File: src/rtl/hov_pkg.sv
package hov_pkg;
  typedef enum logic [1:0] {
    HS_REACQ  = 2'd0,
    HS_LOCKED = 2'd1,
    HS_HOLD   = 2'd2
  } hov_state_e;
endpackage

File: src/rtl/hov_lock_count.sv
module hov_lock_count #(
  parameter int CNT_W = 8,
  parameter int TGT0  = 5,
  parameter int TGT1  = 16,
  parameter int TGT2  = 64,
  parameter int TGT3  = 255
) (
  input  logic       clk,
  input  logic       rst_n,
  input  logic       pfd_stb,
  input  logic       pfd_in_win,
  input  logic       dld_off,
  input  logic [1:0] sel,
  output logic       lock_q
);
  localparam logic [CNT_W-1:0] T0 = CNT_W'(TGT0);
  localparam logic [CNT_W-1:0] T1 = CNT_W'(TGT1);
  localparam logic [CNT_W-1:0] T2 = CNT_W'(TGT2);
  localparam logic [CNT_W-1:0] T3 = CNT_W'(TGT3);

  logic [CNT_W-1:0] cnt_q, cnt_d, tgt;
  logic             lock_d;

  always_comb begin
    unique case (sel)
      2'd0:    tgt = T0;
      2'd1:    tgt = T1;
      2'd2:    tgt = T2;
      default: tgt = T3;
    endcase
  end

  always_comb begin
    cnt_d  = cnt_q;
    lock_d = lock_q;
    if (dld_off) begin
      cnt_d  = '0;
      lock_d = 1'b0;
    end else if (pfd_stb) begin
      if (pfd_in_win) begin
        if (cnt_q < tgt) cnt_d = cnt_q + CNT_W'(1);
        lock_d = (cnt_d >= tgt);
      end else begin
        cnt_d  = '0;
        lock_d = 1'b0;
      end
    end
  end

  always_ff @(posedge clk) begin
    if (!rst_n) begin
      cnt_q  <= '0;
      lock_q <= 1'b0;
    end else begin
      cnt_q  <= cnt_d;
      lock_q <= lock_d;
    end
  end

  // a strobe outside the window drops lock on the next edge
  p_oow_clears_r3: assert property (@(posedge clk) disable iff (!rst_n)
    (pfd_stb && !pfd_in_win) |=> !lock_q);
  // disabled detector keeps count and lock at zero
  p_dld_off_r4: assert property (@(posedge clk) disable iff (!rst_n)
    dld_off |=> (!lock_q && cnt_q == '0));
  // lock only rises on a strobe
  p_lock_on_strobe_r2: assert property (@(posedge clk) disable iff (!rst_n)
    (!lock_q && !pfd_stb) |=> !lock_q);
endmodule

File: src/rtl/hov_pin_qual.sv
module hov_pin_qual #(
  parameter int SYNC_STAGES = 0
) (
  input  logic clk,
  input  logic rst_n,
  input  logic level,
  input  logic cmp_en,
  output logic pin_hi
);
  logic lvl_s;

  generate
    if (SYNC_STAGES == 0) begin : g_direct
      assign lvl_s = level;
    end else begin : g_sync
      logic [SYNC_STAGES-1:0] sh_q;
      always_ff @(posedge clk) begin
        if (!rst_n) sh_q <= '0;
        else        sh_q <= {sh_q[SYNC_STAGES-2:0], level};
      end
      assign lvl_s = sh_q[SYNC_STAGES-1];
    end
  endgenerate

  assign pin_hi = !cmp_en || lvl_s;
endmodule

File: src/rtl/hov_seq.sv
module hov_seq
  import hov_pkg::*;
(
  input  logic clk,
  input  logic rst_n,
  input  logic lock_ok,
  input  logic pin_hi,
  input  logic dld_off,
  input  logic hov_en,
  input  logic ext_mode,
  input  logic ext_req,
  input  logic sw_busy,
  input  logic ref_edge,
  output logic hov_q,
  output logic tri_q
);
  hov_state_e st_q, st_d;
  logic       brief_q, brief_d;
  logic       trig;

  always_comb begin
    trig = hov_en && (ext_mode ? ext_req : (!dld_off && !lock_ok));
  end

  always_comb begin
    st_d    = st_q;
    brief_d = brief_q;
    unique case (st_q)
      HS_REACQ: begin
        if (lock_ok && pin_hi) st_d = HS_LOCKED;
      end
      HS_LOCKED: begin
        if (trig) begin
          st_d    = HS_HOLD;
          brief_d = !ext_mode && sw_busy;
        end else if (!lock_ok) begin
          st_d = HS_REACQ;
        end
      end
      HS_HOLD: begin
        if (!hov_en) st_d = HS_REACQ;
        else if (ext_mode) begin
          if (!ext_req) st_d = HS_REACQ;
        end else if (ref_edge && (brief_q || !sw_busy)) begin
          st_d = HS_REACQ;
        end
      end
      default: st_d = HS_REACQ;
    endcase
  end

  always_ff @(posedge clk) begin
    if (!rst_n) begin
      st_q    <= HS_REACQ;
      brief_q <= 1'b0;
      hov_q   <= 1'b0;
      tri_q   <= 1'b0;
    end else begin
      st_q    <= st_d;
      brief_q <= brief_d;
      hov_q   <= (st_d == HS_HOLD);
      tri_q   <= (st_d == HS_HOLD);
    end
  end

  // holdover is only entered from the locked state
  p_hold_from_locked_r9: assert property (@(posedge clk) disable iff (!rst_n)
    (st_q == HS_REACQ) |=> (st_q != HS_HOLD));
  // master enable low forbids holdover
  p_enable_gate_r6: assert property (@(posedge clk) disable iff (!rst_n)
    !hov_en |=> !hov_q);
  // automatic holdover never starts with the detector disabled
  p_no_auto_dld_off_r4: assert property (@(posedge clk) disable iff (!rst_n)
    (st_q == HS_LOCKED && !ext_mode && dld_off) |=> (st_q != HS_HOLD));
  // reacquire waits for lock and pin
  p_reacq_wait_r5: assert property (@(posedge clk) disable iff (!rst_n)
    (st_q == HS_REACQ && !(lock_ok && pin_hi)) |=> (st_q == HS_REACQ));
  // switchover holdover ends at the next reference edge
  p_brief_exit_r10: assert property (@(posedge clk) disable iff (!rst_n)
    (st_q == HS_HOLD && brief_q && hov_en && !ext_mode && ref_edge) |=> (st_q == HS_REACQ));
  // tri-state request tracks holdover
  p_tri_track_r11: assert property (@(posedge clk) disable iff (!rst_n)
    $rose(hov_q) |-> $rose(tri_q));
endmodule

File: src/rtl/holdover_ctrl.sv
module holdover_ctrl #(
  parameter int CNT_W       = 8,
  parameter int TGT0        = 5,
  parameter int TGT1        = 16,
  parameter int TGT2        = 64,
  parameter int TGT3        = 255,
  parameter int SYNC_STAGES = 0
) (
  input  logic       clk,
  input  logic       rst_n,
  input  logic       pfd_stb,
  input  logic       pfd_in_win,
  input  logic [1:0] ld_cnt_sel,
  input  logic       dld_off,
  input  logic       lkpin_level,
  input  logic       lkpin_cmp_en,
  input  logic       hov_en,
  input  logic       hov_ext_mode,
  input  logic       hov_ext_req,
  input  logic       sw_busy,
  input  logic       ref_edge_stb,
  output logic       lock_ok,
  output logic       hov_active,
  output logic       cp_tristate
);
  logic pin_hi;

  hov_lock_count #(
    .CNT_W(CNT_W), .TGT0(TGT0), .TGT1(TGT1), .TGT2(TGT2), .TGT3(TGT3)
  ) u_cnt (
    .clk       (clk),
    .rst_n     (rst_n),
    .pfd_stb   (pfd_stb),
    .pfd_in_win(pfd_in_win),
    .dld_off   (dld_off),
    .sel       (ld_cnt_sel),
    .lock_q    (lock_ok)
  );

  hov_pin_qual #(.SYNC_STAGES(SYNC_STAGES)) u_pin (
    .clk   (clk),
    .rst_n (rst_n),
    .level (lkpin_level),
    .cmp_en(lkpin_cmp_en),
    .pin_hi(pin_hi)
  );

  hov_seq u_seq (
    .clk     (clk),
    .rst_n   (rst_n),
    .lock_ok (lock_ok),
    .pin_hi  (pin_hi),
    .dld_off (dld_off),
    .hov_en  (hov_en),
    .ext_mode(hov_ext_mode),
    .ext_req (hov_ext_req),
    .sw_busy (sw_busy),
    .ref_edge(ref_edge_stb),
    .hov_q   (hov_active),
    .tri_q   (cp_tristate)
  );
endmodule

File: config.mk
export PLATFORM = sky130hd
export DESIGN_NAME = holdover_ctrl
export DESIGN_NICKNAME = d
export VERILOG_FILES = /design/src/rtl/hov_pkg.sv /design/src/rtl/hov_lock_count.sv /design/src/rtl/hov_pin_qual.sv /design/src/rtl/hov_seq.sv /design/src/rtl/holdover_ctrl.sv
export SDC_FILE = /design/constraint.sdc
export NUM_CORES = 1
export LEC_CHECK = 0
export ABC_AREA = 1
export BUFFER_PORTS_ARGS = -buffer_cell sky130_fd_sc_hd__buf_4
export CORE_UTILIZATION = 40
export CTS_BUF_LIST = sky130_fd_sc_hd__clkbuf_4
export CTS_CLUSTER_DIAMETER = 120
export DETAILED_ROUTE_END_ITERATION = 10
export GPL_TIMING_DRIVEN = 0
export SYNTH_ARGS = -nofsm -noshare
export SYNTH_HDL_FRONTEND = slang
export SYNTH_SLANG_ARGS = --single-unit
File: constraint.sdc
create_clock -name clk -period 2.6 [get_ports clk]
set_clock_uncertainty 0.15 [all_clocks]
set_input_delay 0.26 -clock clk [delete_from_list [all_inputs] [get_ports clk]]
set_output_delay 0.26 -clock clk [all_outputs]
set_load 0.1 [all_outputs]
Word level (Yosys, flattened, before mapping)
Index checks and enable logic that the tools add are counted.
{"block": "op_classes", "addsub": 1, "n_eq_ne": 5, "mul": 0, "div": 0, "shift": 0, "n_reduce_logical": 16, "n_lt_le_gt_ge": 2, "n_bitwise": 1, "muxes": 16}
{"op": "8-bit two-way mux", "n": 5}
{"op": "8-bit one-hot mux with 3 select lines", "n": 1}
{"op": "2-bit two-way mux", "n": 7}
{"op": "8-bit by 1-bit adder with 8-bit output, second input constant", "n": 1}
{"op": "8-bit greater-or-equal comparator", "n": 1}
{"op": "8-bit less-than comparator", "n": 1}
{"op": "2-bit == test, second input constant", "n": 3}
{"op": "2-bit one-hot mux with 3 select lines", "n": 1}
{"op": "1-bit logical AND", "n": 5}
{"op": "1-bit zero test", "n": 5}
{"op": "2-bit by 1-bit == test with 1-bit output, second input constant", "n": 2}
{"op": "2-bit zero test", "n": 2}
{"op": "1-bit logical OR", "n": 2}
{"op": "1-bit two-way mux", "n": 2}
{"op": "2-bit AND reduction", "n": 1}
{"op": "2-bit OR reduction", "n": 1}
{"op": "1-bit inverter", "n": 1}
{"block": "totals", "latchBits": 0, "mem_bits_rw": 0, "mem_bits_ro": 0, "mem_count": 0, "out_inout_bits": 3, "regBits": 13, "word_cells": 46}

Logic depth before layout (Yosys ltp)
Gate-level depths: netlist of run 1.
{"block": "logic_depth", "word_depth": 9, "ltp_mapped": 22, "mapped_depth_nobuf": 22}

Modules after synthesis
From an unflattened synthesis of run 1, not the netlist that was laid out.
{"block": "hier_totals", "hier_cells": 180, "hier_area_um2": 1223.7}
{"mod": "hov_lock_count", "area_per_inst_um2": 987.2, "instances": 1, "seq_area_each_um2": 180.2, "cells_each": 143}
{"mod": "hov_seq", "area_per_inst_um2": 229.0, "instances": 1, "seq_area_each_um2": 80.1, "cells_each": 35}
{"mod": "hov_pin_qual", "area_per_inst_um2": 7.5, "instances": 1, "seq_area_each_um2": 0.0, "cells_each": 2}

Least setup slack after synthesis of run 1
OpenSTA, ideal clock, no wires.
{"block": "synth_timing", "kind": "input port to flip-flop", "start": "in ld_cnt_sel[0]", "end": "reg u_cnt.lock_q", "arrival_ns": 2.388, "path_buffers": 0, "stages": 18, "path_slack_ns": -0.064, "path_cell_list": "ha_1 > inv_2 > ha_1 > a21oi_1 > nor2_2 > nor2_4 > nand3_2 > nor2_2 > nand3_1 > xor2_1 > inv_2 > ha_1 > nand3_1 > nor2_1 > nor2_1 > nand2_1 > nand2_1 > a21oi_2"}
{"block": "synth_between", "elab_chain_len": 9}
{"element": "start: declaration", "line_no": "holdover_ctrl.sv:13", "rtl": "input logic [1:0] ld_cnt_sel,"}
{"element": "2-bit == test, or another cell as far along", "line_no": "hov_lock_count.sv:25", "rtl": "unique case (sel)"}
{"element": "8-bit one-hot mux with 3 select lines (*)", "line_no": "hov_lock_count.sv:25"}
{"element": "8-bit less-than comparator", "line_no": "hov_lock_count.sv:41", "rtl": "if (cnt_q < tgt) cnt_d = cnt_q + CNT_W'(1);"}
{"element": "8-bit two-way mux", "line_no": "hov_lock_count.sv:41"}
{"element": "8-bit two-way mux", "line_no": "hov_lock_count.sv:40", "rtl": "if (pfd_in_win) begin"}
{"element": "8-bit two-way mux", "line_no": "hov_lock_count.sv:39", "rtl": "end else if (pfd_stb) begin"}
{"element": "8-bit two-way mux", "line_no": "hov_lock_count.sv:36", "rtl": "if (dld_off) begin"}
{"element": "8-bit greater-or-equal comparator (*)", "line_no": "hov_lock_count.sv:42", "rtl": "lock_d = (cnt_d >= tgt);"}
{"element": "1-bit two-way mux (*)", "line_no": "hov_lock_count.sv:40"}
{"element": "end signal: assignment", "line_no": "hov_lock_count.sv:56", "rtl": "lock_q <= lock_d;"}
{"element": "end: declaration", "line_no": "hov_lock_count.sv:14", "rtl": "output logic lock_q"}
Every way passes the cells marked *; elsewhere a longest branch is shown, timed or not. The select of a mux whose other input is x is not followed.
A chain may end at the register's enable or synchronous reset.

Worst setup path after layout of run 1
{"block": "layout_timing", "start": "reg u_cnt.cnt_q[5]", "end": "reg u_cnt.lock_q"}
{"block": "layout_between", "elab_chain_len": 7}
{"element": "start: declaration", "line_no": "hov_lock_count.sv:21", "rtl": "logic [CNT_W-1:0] cnt_q, cnt_d, tgt;"}
{"element": "start signal: assignment", "line_no": "hov_lock_count.sv:55", "rtl": "cnt_q <= cnt_d;"}
{"element": "8-bit by 1-bit adder with 8-bit output / 8-bit less-than comparator (equally long branches)", "line_no": "hov_lock_count.sv:41"}
{"element": "8-bit two-way mux (*)", "line_no": "hov_lock_count.sv:41"}
{"element": "8-bit two-way mux (*)", "line_no": "hov_lock_count.sv:40"}
{"element": "8-bit two-way mux (*)", "line_no": "hov_lock_count.sv:39"}
{"element": "8-bit two-way mux (*)", "line_no": "hov_lock_count.sv:36"}
{"element": "8-bit greater-or-equal comparator (*)", "line_no": "hov_lock_count.sv:42"}
{"element": "1-bit two-way mux (*)", "line_no": "hov_lock_count.sv:40"}
Marked as above.

==> out/qor.yml, run 1 <==
r2r_slack_ns: 0.08
clockBufferDepth: 2
crit_path_start: "u_cnt.cnt_q[5]$_SDFFE_PP0P_"
setup_slack_ns: 0.07749
min_period_ns: 2.523
ant_nets: 0
grt_max_degree: 10
final_common_cell: "nand2_1"
fmax_ghz: 0.3964
p_per_area_mw_per_mm2: 271.4
hold_viol_final: 0
rows: 19
overflow: 0
endpoint_kind: "register"
synth_area_leader_cell: "dfxtp_1"
r2r-start: "u_cnt.cnt_q[5]$_SDFFE_PP0P_"
syn_nets: 206
worstPathRequired_ns: 2.66
layout.cells.non_filler: 241
fill_cells: 265
clockRootBuffer: "clkbuf_4"
cts_buffers: 3
vias: 1180
endpoint: "u_cnt.lock_q$_SDFFE_PP0P_"
diodes: 0
post_drt_wl_per_cell_um: 10.88
io_buffer_count: 16
antenna_found_initial: 0
core_mm2: 0.002781
grt_pass1_wl_um: 4353
ys_seq_area_share_pct: 22.10
synth_edf_count: 0
fin_crit_sh_pct: 97.02
layout-area-overhead-vs-synth_pct: 38.04
drv_cap: 0
hold_class: "input port to register"
final_cell_mix: "nand2_1, buf_4, inv_1"
netlist_instances: 178
cts_tree: "built"
clock-sinks: 13
drive_above_1_share_pct: 37.14
final-setup-viol-count: 0
r2r_end: "u_cnt.lock_q$_SDFFE_PP0P_"
irDropWorstVdd_uv: 366.1
nets: 239
cp_max_fo: 5
synth_area_per_cell_um2: 6.614
ctsHoldBuffers: 0
timing.hold.ws_ns: 0.1116
cp-start-kind: "register"
place_congestion: 0.7873
die-area_mm2: 0.003165
die-height_um: 56.26
fin_area_mm2: 0.001625
grt_pass1_vias: 1078
place_area_mm2: 0.001393
status: "completed"
arrival_ns: 2.58
worst_pin_slew_ns: 0.3846
path_clk_slew_ns: 0.08
drt_iter0_drc: 20
final_util_pct: 58.43
slew_violations: 0
p_leak_nw: 0.7865
drcViolationCount: 0
wl_um: 2621
synth_flop_cell: "dfxtp_1"
ys_seq_elements: 13
grt_use_total_pct: 16.88
htree_num_levels: 1
worstSetupPathType: "register to register"
synth_warnings: 0
io_pins: 17
ys_types: 28
place_ws_ns: -0.4011
first_pass_iters: 4
final.setup.tns_ns: 0
relSlewSlack_pct: 74.30
clk_latency_ns: 0.27
syn_area_mm2: 0.001177
finalPower_uw: 441.0
dpl.cell_count: 225
reg2regPathDepth: 16
async_flop_share_pct: 0
yosys-top-cells-area: "dfxtp_1, nand2_1, ha_1"
initial_utilization_pct: 42.33
place_hpwl_um: 1983
viasPerCell: 4.896
die_width_um: 56.26
rsz0062_at_grt: "true"
synth_top_area_share_pct: 22.10
critical path, stage by stage, from the launching register on:
cell	delay, ns
dfxtp_4	0.39
ha_4	0.21
a21oi_2	0.12
nor2_2	0.06
nor2_4	0.20
nand3_4	0.13
nor2_4	0.13
nand3_2	0.08
xor2_1	0.16
inv_2	0.07
ha_4	0.27
nand3_2	0.06
nor2_1	0.12
nand2_1	0.07
nand2_1	0.07
nand2_2	0.05
a21oi_2	0.12
power breakdown:
part           internal (mW)  switching [mW]  total (mW)
clock network         0.0699          0.0647       0.135
logic                 0.0488          0.0598       0.109
registers              0.197         0.00131       0.198
logic make-up (layout without fill, tap and decap cells):
logic type      after synthesis  in the layout  synth area share [%]
compound gates               23             23                 11.90
flops                        13             13                 22.10
fa+ha+maj                    14             14                 14.88
buf+inv                      32             64                 10.84
mux                           1              1                0.9564
simple gates                 89             89                 34.86
xor+xnor                      6              6                 4.464
how the worst min path moves through the flow:
stage                               startpoint                         end  slack (ns)  cells after the start
finish                                   rst_n    u_seq.st_q[0]$_SDFF_PN0_        0.11                      3
global route                            hov_en      u_seq.hov_q$_SDFF_PN0_        0.12                      3
CTS                                      rst_n    u_seq.st_q[0]$_SDFF_PN0_        0.11                      3
detailed placement  u_seq.brief_q$_SDFFE_PN0P_  u_seq.brief_q$_SDFFE_PN0P_        0.30                      2
global placement    u_seq.brief_q$_SDFFE_PN0P_  u_seq.brief_q$_SDFFE_PN0P_        0.31                      2
floorplan                                rst_n    u_seq.st_q[0]$_SDFF_PN0_        0.27                      2
layout make-up:
cell class	count	area (um2)	share of cell area, %
clock buffers	4	30.03	1.848
multi-input cells	133	927.1	57.04
inverters	30	125.1	7.698
flip-flops and latches	13	275.3	16.94
plain buffers	2	15.01	0.9238
well taps	31	38.79	2.386
repair buffers	28	214.0	13.16
state kept, by name, indices dropped and copies added (netlist names):
| signal | count |
|---|---|
| u_cnt.cnt_q | 8 |
| u_cnt.lock_q | 1 |
| u_seq.brief_q | 1 |
| u_seq.hov_q | 1 |
| u_seq.st_q | 2 |
per-layer routing:
| metal | global-route usage (%) | vias to the layer above | part of all wire [%] | wire length, um |
|---|---|---|---|---|
| li1 | - | 627 | - | - |
| met1 | 22.08 | 536 | 45 | 1170 |
| met2 | 28.91 | 17 | 51 | 1348 |
| met3 | 4.839 | 0 | 3.9 | 102 |
| met4 | 1.045 | 0 | 0 | 0 |
| met5 | 0 | - | 0 | 0 |
cell usage after synthesis, drive strengths merged (2+ instances only):
library cell,instances
o21bai,4
inv,28
buf,2
a21oi,14
nor2,16
xnor2,3
ha,14
nand2,55
nand3,15
clkinv,2
dfxtp,13
xor2,3
repair_timing:
action | 4_1_cts | 5_1_grt
buffers inserted | 0 | 12
pin swaps | 1 | 20
setup endpoints to repair | 1 | 1
gates resized for setup | 9 | 19
Note: power is estimated with default switching activity, not from simulation.
==> run 2: changes to the inputs <==
Settings changed: BUFFER_PORTS_ARGS -buffer_cell sky130_fd_sc_hd__buf_4 to -buffer_cell sky130_fd_sc_hd__clkbuf_2.
==> run 2 against run 1 <==
Worst setup slack worse by 0.018 ns. Combinational power about the same. Critical path depth up 3. Routed wire length up 5.1%. Critical endpoint unchanged. Largest cell class unchanged. Largest power group unchanged.
==> out/qor.yml, run 2 (synthesized netlist as in run 1, its figures left out) <==
status: "completed"
grt_max_degree: 10
r2r_slack_ns: 0.06
slew_violations: 0
irDropWorstVdd_uv: 234.2
cts_buffers: 3
die-height_um: 56.26
hold_viol_final: 0
drive_above_1_share_pct: 37.62
arrival_ns: 2.60
die-area_mm2: 0.003165
rsz0062_at_grt: "true"
antenna_found_initial: 0
drcViolationCount: 0
largest_reg_flops: 8
place_hpwl_um: 1957
timing.hold.ws_ns: 0.08714
multiInputGateArea_um2: 960.9
htree_num_levels: 1
clockRootBuffer: "clkbuf_4"
finalPower_uw: 445.5
relSlewSlack_pct: 64.01
final_common_cell: "nand2_1"
final-setup-viol-count: 0
reg2regPathDepth: 18
worstPathRequired_ns: 2.66
worstSetupPathType: "input port to register"
clk_latency_ns: 0.28
clock-sinks: 13
grt_pass1_vias: 931
viasPerCell: 4.963
ant_nets: 0
cp_cell_sequence: "buf_4 > ha_4 > clkinv_8 > ha_4 > inv_1 > o21bai_1 > nor2_4 > buf_4 > nand2_8 > mux2_4 > ha_4 > nand2_2 > nand2_1 > nand2_1 > nand2_2 > nand2_1 > nand2_1 > nand2_2 > a21oi_2"
clockBufferDepth: 2
drt_iter0_drc: 51
fill_cells: 244
largestRegisters: "u_cnt.cnt_q: 8 flops, u_seq.st_q: 2 flops"
final.setup.tns_ns: 0
min_period_ns: 2.541
cp_max_fo: 7
diodes: 0
ctsHoldBuffers: 0
nets: 239
path_clk_slew_ns: 0.08
crit_slowest_cell: "mux2_4"
place_ws_ns: -0.3682
post_drt_wl_per_cell_um: 11.43
io_pins: 17
first_pass_iters: 4
endpoint: "u_cnt.lock_q$_SDFFE_PP0P_"
hold_class: "input port to register"
initial_utilization_pct: 42.33
final_util_pct: 58.79
drv_cap: 0
worst_pin_slew_ns: 0.5421
holdCritStartpoint: "hov_en"
r2r_end: "u_cnt.lock_q$_SDFFE_PP0P_"
regMostFlops: "u_cnt.cnt_q"
p_per_area_mw_per_mm2: 272.4
setup_slack_ns: 0.05918
crit_path_frequent_cell: "nand2_1"
cpPeakStageDelay_ns: 0.32
crit_path_start: "ld_cnt_sel[0]"
rows: 19
fmax_ghz: 0.3936
fin_crit_sh_pct: 97.72
cp-start-kind: "input port"
wl_um: 2755
layout-area-overhead-vs-synth_pct: 38.89
core_mm2: 0.002781
vias: 1196
grt_pass1_wl_um: 4008
endpoint_kind: "register"
place_congestion: 0.7956
r2r-start: "u_cnt.cnt_q[3]$_SDFFE_PP0P_"
seq_area_um2: 274.0
p_leak_nw: 0.7776
io_buffer_count: 16
overflow: 0
final_cell_mix: "nand2_1, inv_1, buf_4, clkbuf_2, nand3_1"
cts_tree: "built"
die_width_um: 56.26
grt_use_total_pct: 16.15
## run 2: layer usage
layer	up-vias	part of all wire (%)	GRT usage, %
li1	631	-	-
met1	527	48	20.80
met2	30	47	27.38
met3	8	3.1	2.765
met4	0	1.6	5.226
met5	-	0	0
## run 2: cell type report
class                           instances  area share (%)
Multi-Input combinational cell        133           58.76
Sequential cell                        13           16.76
Timing Repair Buffer                   28           11.71
Buffer                                  2          0.9181
Clock buffer                            4           1.836
Tap cell                               31           2.372
Inverter                               30           7.651
## run 2: how the worst min path moves through the flow
| stage | slack (ns) | to | cells after the start |
|---|---|---|---|
| 2_1_floorplan | 0.27 | u_seq.st_q[0]$_SDFF_PN0_ | 2 |
| 3_3_place_gp | 0.30 | u_seq.brief_q$_SDFFE_PN0P_ | 2 |
| 3_5_place_dp | 0.31 | u_seq.brief_q$_SDFFE_PN0P_ | 2 |
| 4_1_cts | 0.09 | u_seq.st_q[1]$_SDFF_PN0_ | 3 |
| 5_1_grt | 0.1 | u_seq.st_q[1]$_SDFF_PN0_ | 3 |
| 6_report | 0.09 | u_seq.st_q[1]$_SDFF_PN0_ | 3 |
## run 2: repair_timing
item,4_1_cts,5_1_grt
setup endpoints to repair,1,1
endpoints found under the hold margin,0,0
pin swaps,1,22
setup buffers,1,11
gates resized for setup,8,29
## run 2: power by group
group,internal (mW),switching [mW],leakage (nW)
registers,0.197,0.00130,0.108
logic,0.0471,0.0621,0.651
clock network,0.0701,0.0683,0.0184
total,0.314,0.132,0.778
## run 2: critical path, delay by kind of cell
family | cells | cell delay (ns)
simple gates | 9 | 0.56
compound gates | 2 | 0.35
buf+inv | 4 | 0.39
mux | 1 | 0.32
fa+ha+maj | 3 | 0.71
## run 2: metrics by stage
step,instances,cell area (um2)
finish,241,1635
global route,241,1635
CTS,230,1428
detailed placement,225,1353
global placement,225,1353
floorplan,178,1234
==> run 3: changes to the inputs <==
--- a/config.mk
+++ b/config.mk
@@ -13,2 +13,3 @@
 export DETAILED_ROUTE_END_ITERATION = 10
+export GPL_ROUTABILITY_DRIVEN = 0
 export GPL_TIMING_DRIVEN = 0
==> constraint.sdc (replaced) <==
create_clock -name clk -period 2.2 [get_ports clk]
set_clock_uncertainty 0.15 [all_clocks]
set_input_delay 0.33 -clock clk [delete_from_list [all_inputs] [get_ports clk]]
set_output_delay 0.33 -clock clk [all_outputs]
set_load 0.1 [all_outputs]
==> run 3 against run 2 <==
The run now ends with negative setup slack left. Sequential power grew 20%. Final area shrank 2.2%. Global-route usage grew 2.9 points. Utilization shrank 1.3 points. Non-clock buffer count shrank 2. Power grew 16%. Via count shrank 0.17%. Routed wire length shrank 0.15%. Sequential share of layout area shrank 0.25 points. Worst setup slack lost 0.39 ns. Register-to-register slack lost 0.37 ns. Worst hold slack gained 0.092 ns. Critical path type unchanged. Critical endpoint unchanged. Largest power group unchanged.
==> out/qor.yml, run 3 (synthesized netlist as in run 1, its figures left out) <==
vias: 1194
reg2regPathDepth: 17
io_pins: 17
rows: 19
fill_cells: 266
die_width_um: 56.26
cts_buffers: 3
overflow: 0
grt_max_degree: 10
fin_crit_sh_pct: 114.9
final-setup-viol-count: 1
io_buffer_count: 16
grt_use_total_pct: 19.04
r2r-start: "u_cnt.cnt_q[5]$_SDFFE_PP0P_"
largestRegisters: "u_cnt.cnt_q: 8 flops, u_seq.st_q: 2 flops"
cp_cell_sequence: "clkbuf_16 > ha_4 > inv_8 > ha_4 > a21oi_2 > nor2_2 > nor2_4 > nand3_4 > nor2_4 > xnor2_2 > inv_2 > ha_4 > inv_2 > o21bai_1 > inv_2 > nand2_2 > nand2_1 > nand2_1 > nand2_1 > a21oi_2"
finalPower_uw: 518.6
drv_cap: 0
regMostFlops: "u_cnt.cnt_q"
hold_path_depth: 3
post_drt_wl_per_cell_um: 11.51
drt_iter0_drc: 14
initial_utilization_pct: 42.33
largest_reg_flops: 8
hold_class: "input port to register"
ant_nets: 0
layout.cells.non_filler: 239
htree_num_levels: 1
place_hpwl_um: 2008
holdCritStartpoint: "hov_en"
drcViolationCount: 0
drive_above_1_share_pct: 37.02
grt_pass1_wl_um: 4802
nets: 237
violations: "negative setup slack"
final_util_pct: 57.49
layout-area-overhead-vs-synth_pct: 35.81
fmax_ghz: 0.3957
arrival_ns: 2.58
diodes: 0
status: "finished with violations"
hold_viol_final: 0
crit_slowest_cell: "ha_4"
rsz0062_at_grt: "true"
clk_latency_ns: 0.27
p_leak_nw: 0.7705
core_mm2: 0.002781
final_common_cell: "nand2_1"
min_to: "u_seq.st_q[1]$_SDFF_PN0_"
setup_slack_ns: -0.3270
worstPathRequired_ns: 2.26
grt_pass1_vias: 1178
die-height_um: 56.26
min_period_ns: 2.527
wl_um: 2751
cts_tree: "built"
antenna_found_initial: 0
viasPerCell: 4.996
r2r_end: "u_cnt.lock_q$_SDFFE_PP0P_"
die-area_mm2: 0.003165
cpPeakStageDelay_ns: 0.26
worstSetupPathType: "input port to register"
worst_pin_slew_ns: 0.5372
endpoint_kind: "register"
irDropWorstVdd_uv: 417.3
final_cell_mix: "nand2_1, inv_1, clkbuf_2"
slew_violations: 0
r2r_slack_ns: -0.31
clockRootBuffer: "clkbuf_4"
relSlewSlack_pct: 64.34
cp_max_fo: 7
dpl.cell_count: 225
clock-sinks: 13
path_clk_slew_ns: 0.07
p_per_area_mw_per_mm2: 324.3
first_pass_iters: 5
clockBufferDepth: 2
place_ws_ns: -0.8000
cp-start-kind: "input port"
## run 3: critical path: cells and delay by family
kind	cells	cell delay (ns)
xor gates and xnor gates	1	0.12
and+or+nand+nor	8	0.70
adders and majority gates	3	0.64
buffers and inverters	5	0.37
AOI/OAI and AO/OA	3	0.41
## run 3: what timing repair did
item / in CTS / in global routing
resized for setup: 16 / 13
hold buffers: 0 / 0
buffers inserted: 12 / 2
pin swaps: 14 / 12
setup endpoints to repair: 2 / 2
## run 3: worst max path at each step
stage	endpoint	slack, ns	cells after the start	startpoint
finish	u_cnt.lock_q$_SDFFE_PP0P_	-0.33	20	ld_cnt_sel[1]
CTS	u_cnt.lock_q$_SDFFE_PP0P_	-0.32	20	ld_cnt_sel[1]
detailed placement	u_cnt.lock_q$_SDFFE_PP0P_	-0.80	22	ld_cnt_sel[0]
floorplan	u_cnt.lock_q$_SDFFE_PP0P_	-0.39	18	ld_cnt_sel[0]
global placement	u_cnt.lock_q$_SDFFE_PP0P_	-0.76	22	ld_cnt_sel[0]
global route	u_cnt.lock_q$_SDFFE_PP0P_	-0.47	19	ld_cnt_sel[1]
## run 3: area by class of cell
cell class / count / area [um2] / share of cell area (%)
sequential: 13 / 264.0 / 16.51
buffer: 2 / 15.01 / 0.9390
inverter: 30 / 120.1 / 7.512
multi-input combinational: 133 / 945.9 / 59.16
clock buffer: 4 / 30.03 / 1.878
tap: 31 / 38.79 / 2.426
timing repair buffer: 26 / 185.2 / 11.58
## run 3: per-layer routing
layer,routed length (um),GRT usage (%),share of wire (%)
met1,1325,24.46,48
met2,1358,32.65,49
met3,43,4.147,1.6
met4,23,4.181,0.84
met5,0,0,0
## run 3: where the power goes
| part | switching (mW) | internal [mW] | total (mW) |
|---|---|---|---|
| Clock | 0.0729 | 0.0826 | 0.156 |
| Sequential | 0.00148 | 0.236 | 0.237 |
| Combinational | 0.0713 | 0.0543 | 0.126 |
| Total | 0.146 | 0.373 | 0.519 |
## run 3: through the flow
step / TNS (ns) / hold slack [ns] / cell area, um2
2_1_floorplan: -0.3852 / 0.2862 / 1251
6_report: -0.3270 / 0.1796 / 1599
5_1_grt: -0.4718 / 0.1789 / 1599
3_3_place_gp: -1.179 / 0.2996 / 1370
4_1_cts: -0.5264 / 0.1690 / 1564
3_5_place_dp: -1.386 / 0.3114 / 1370
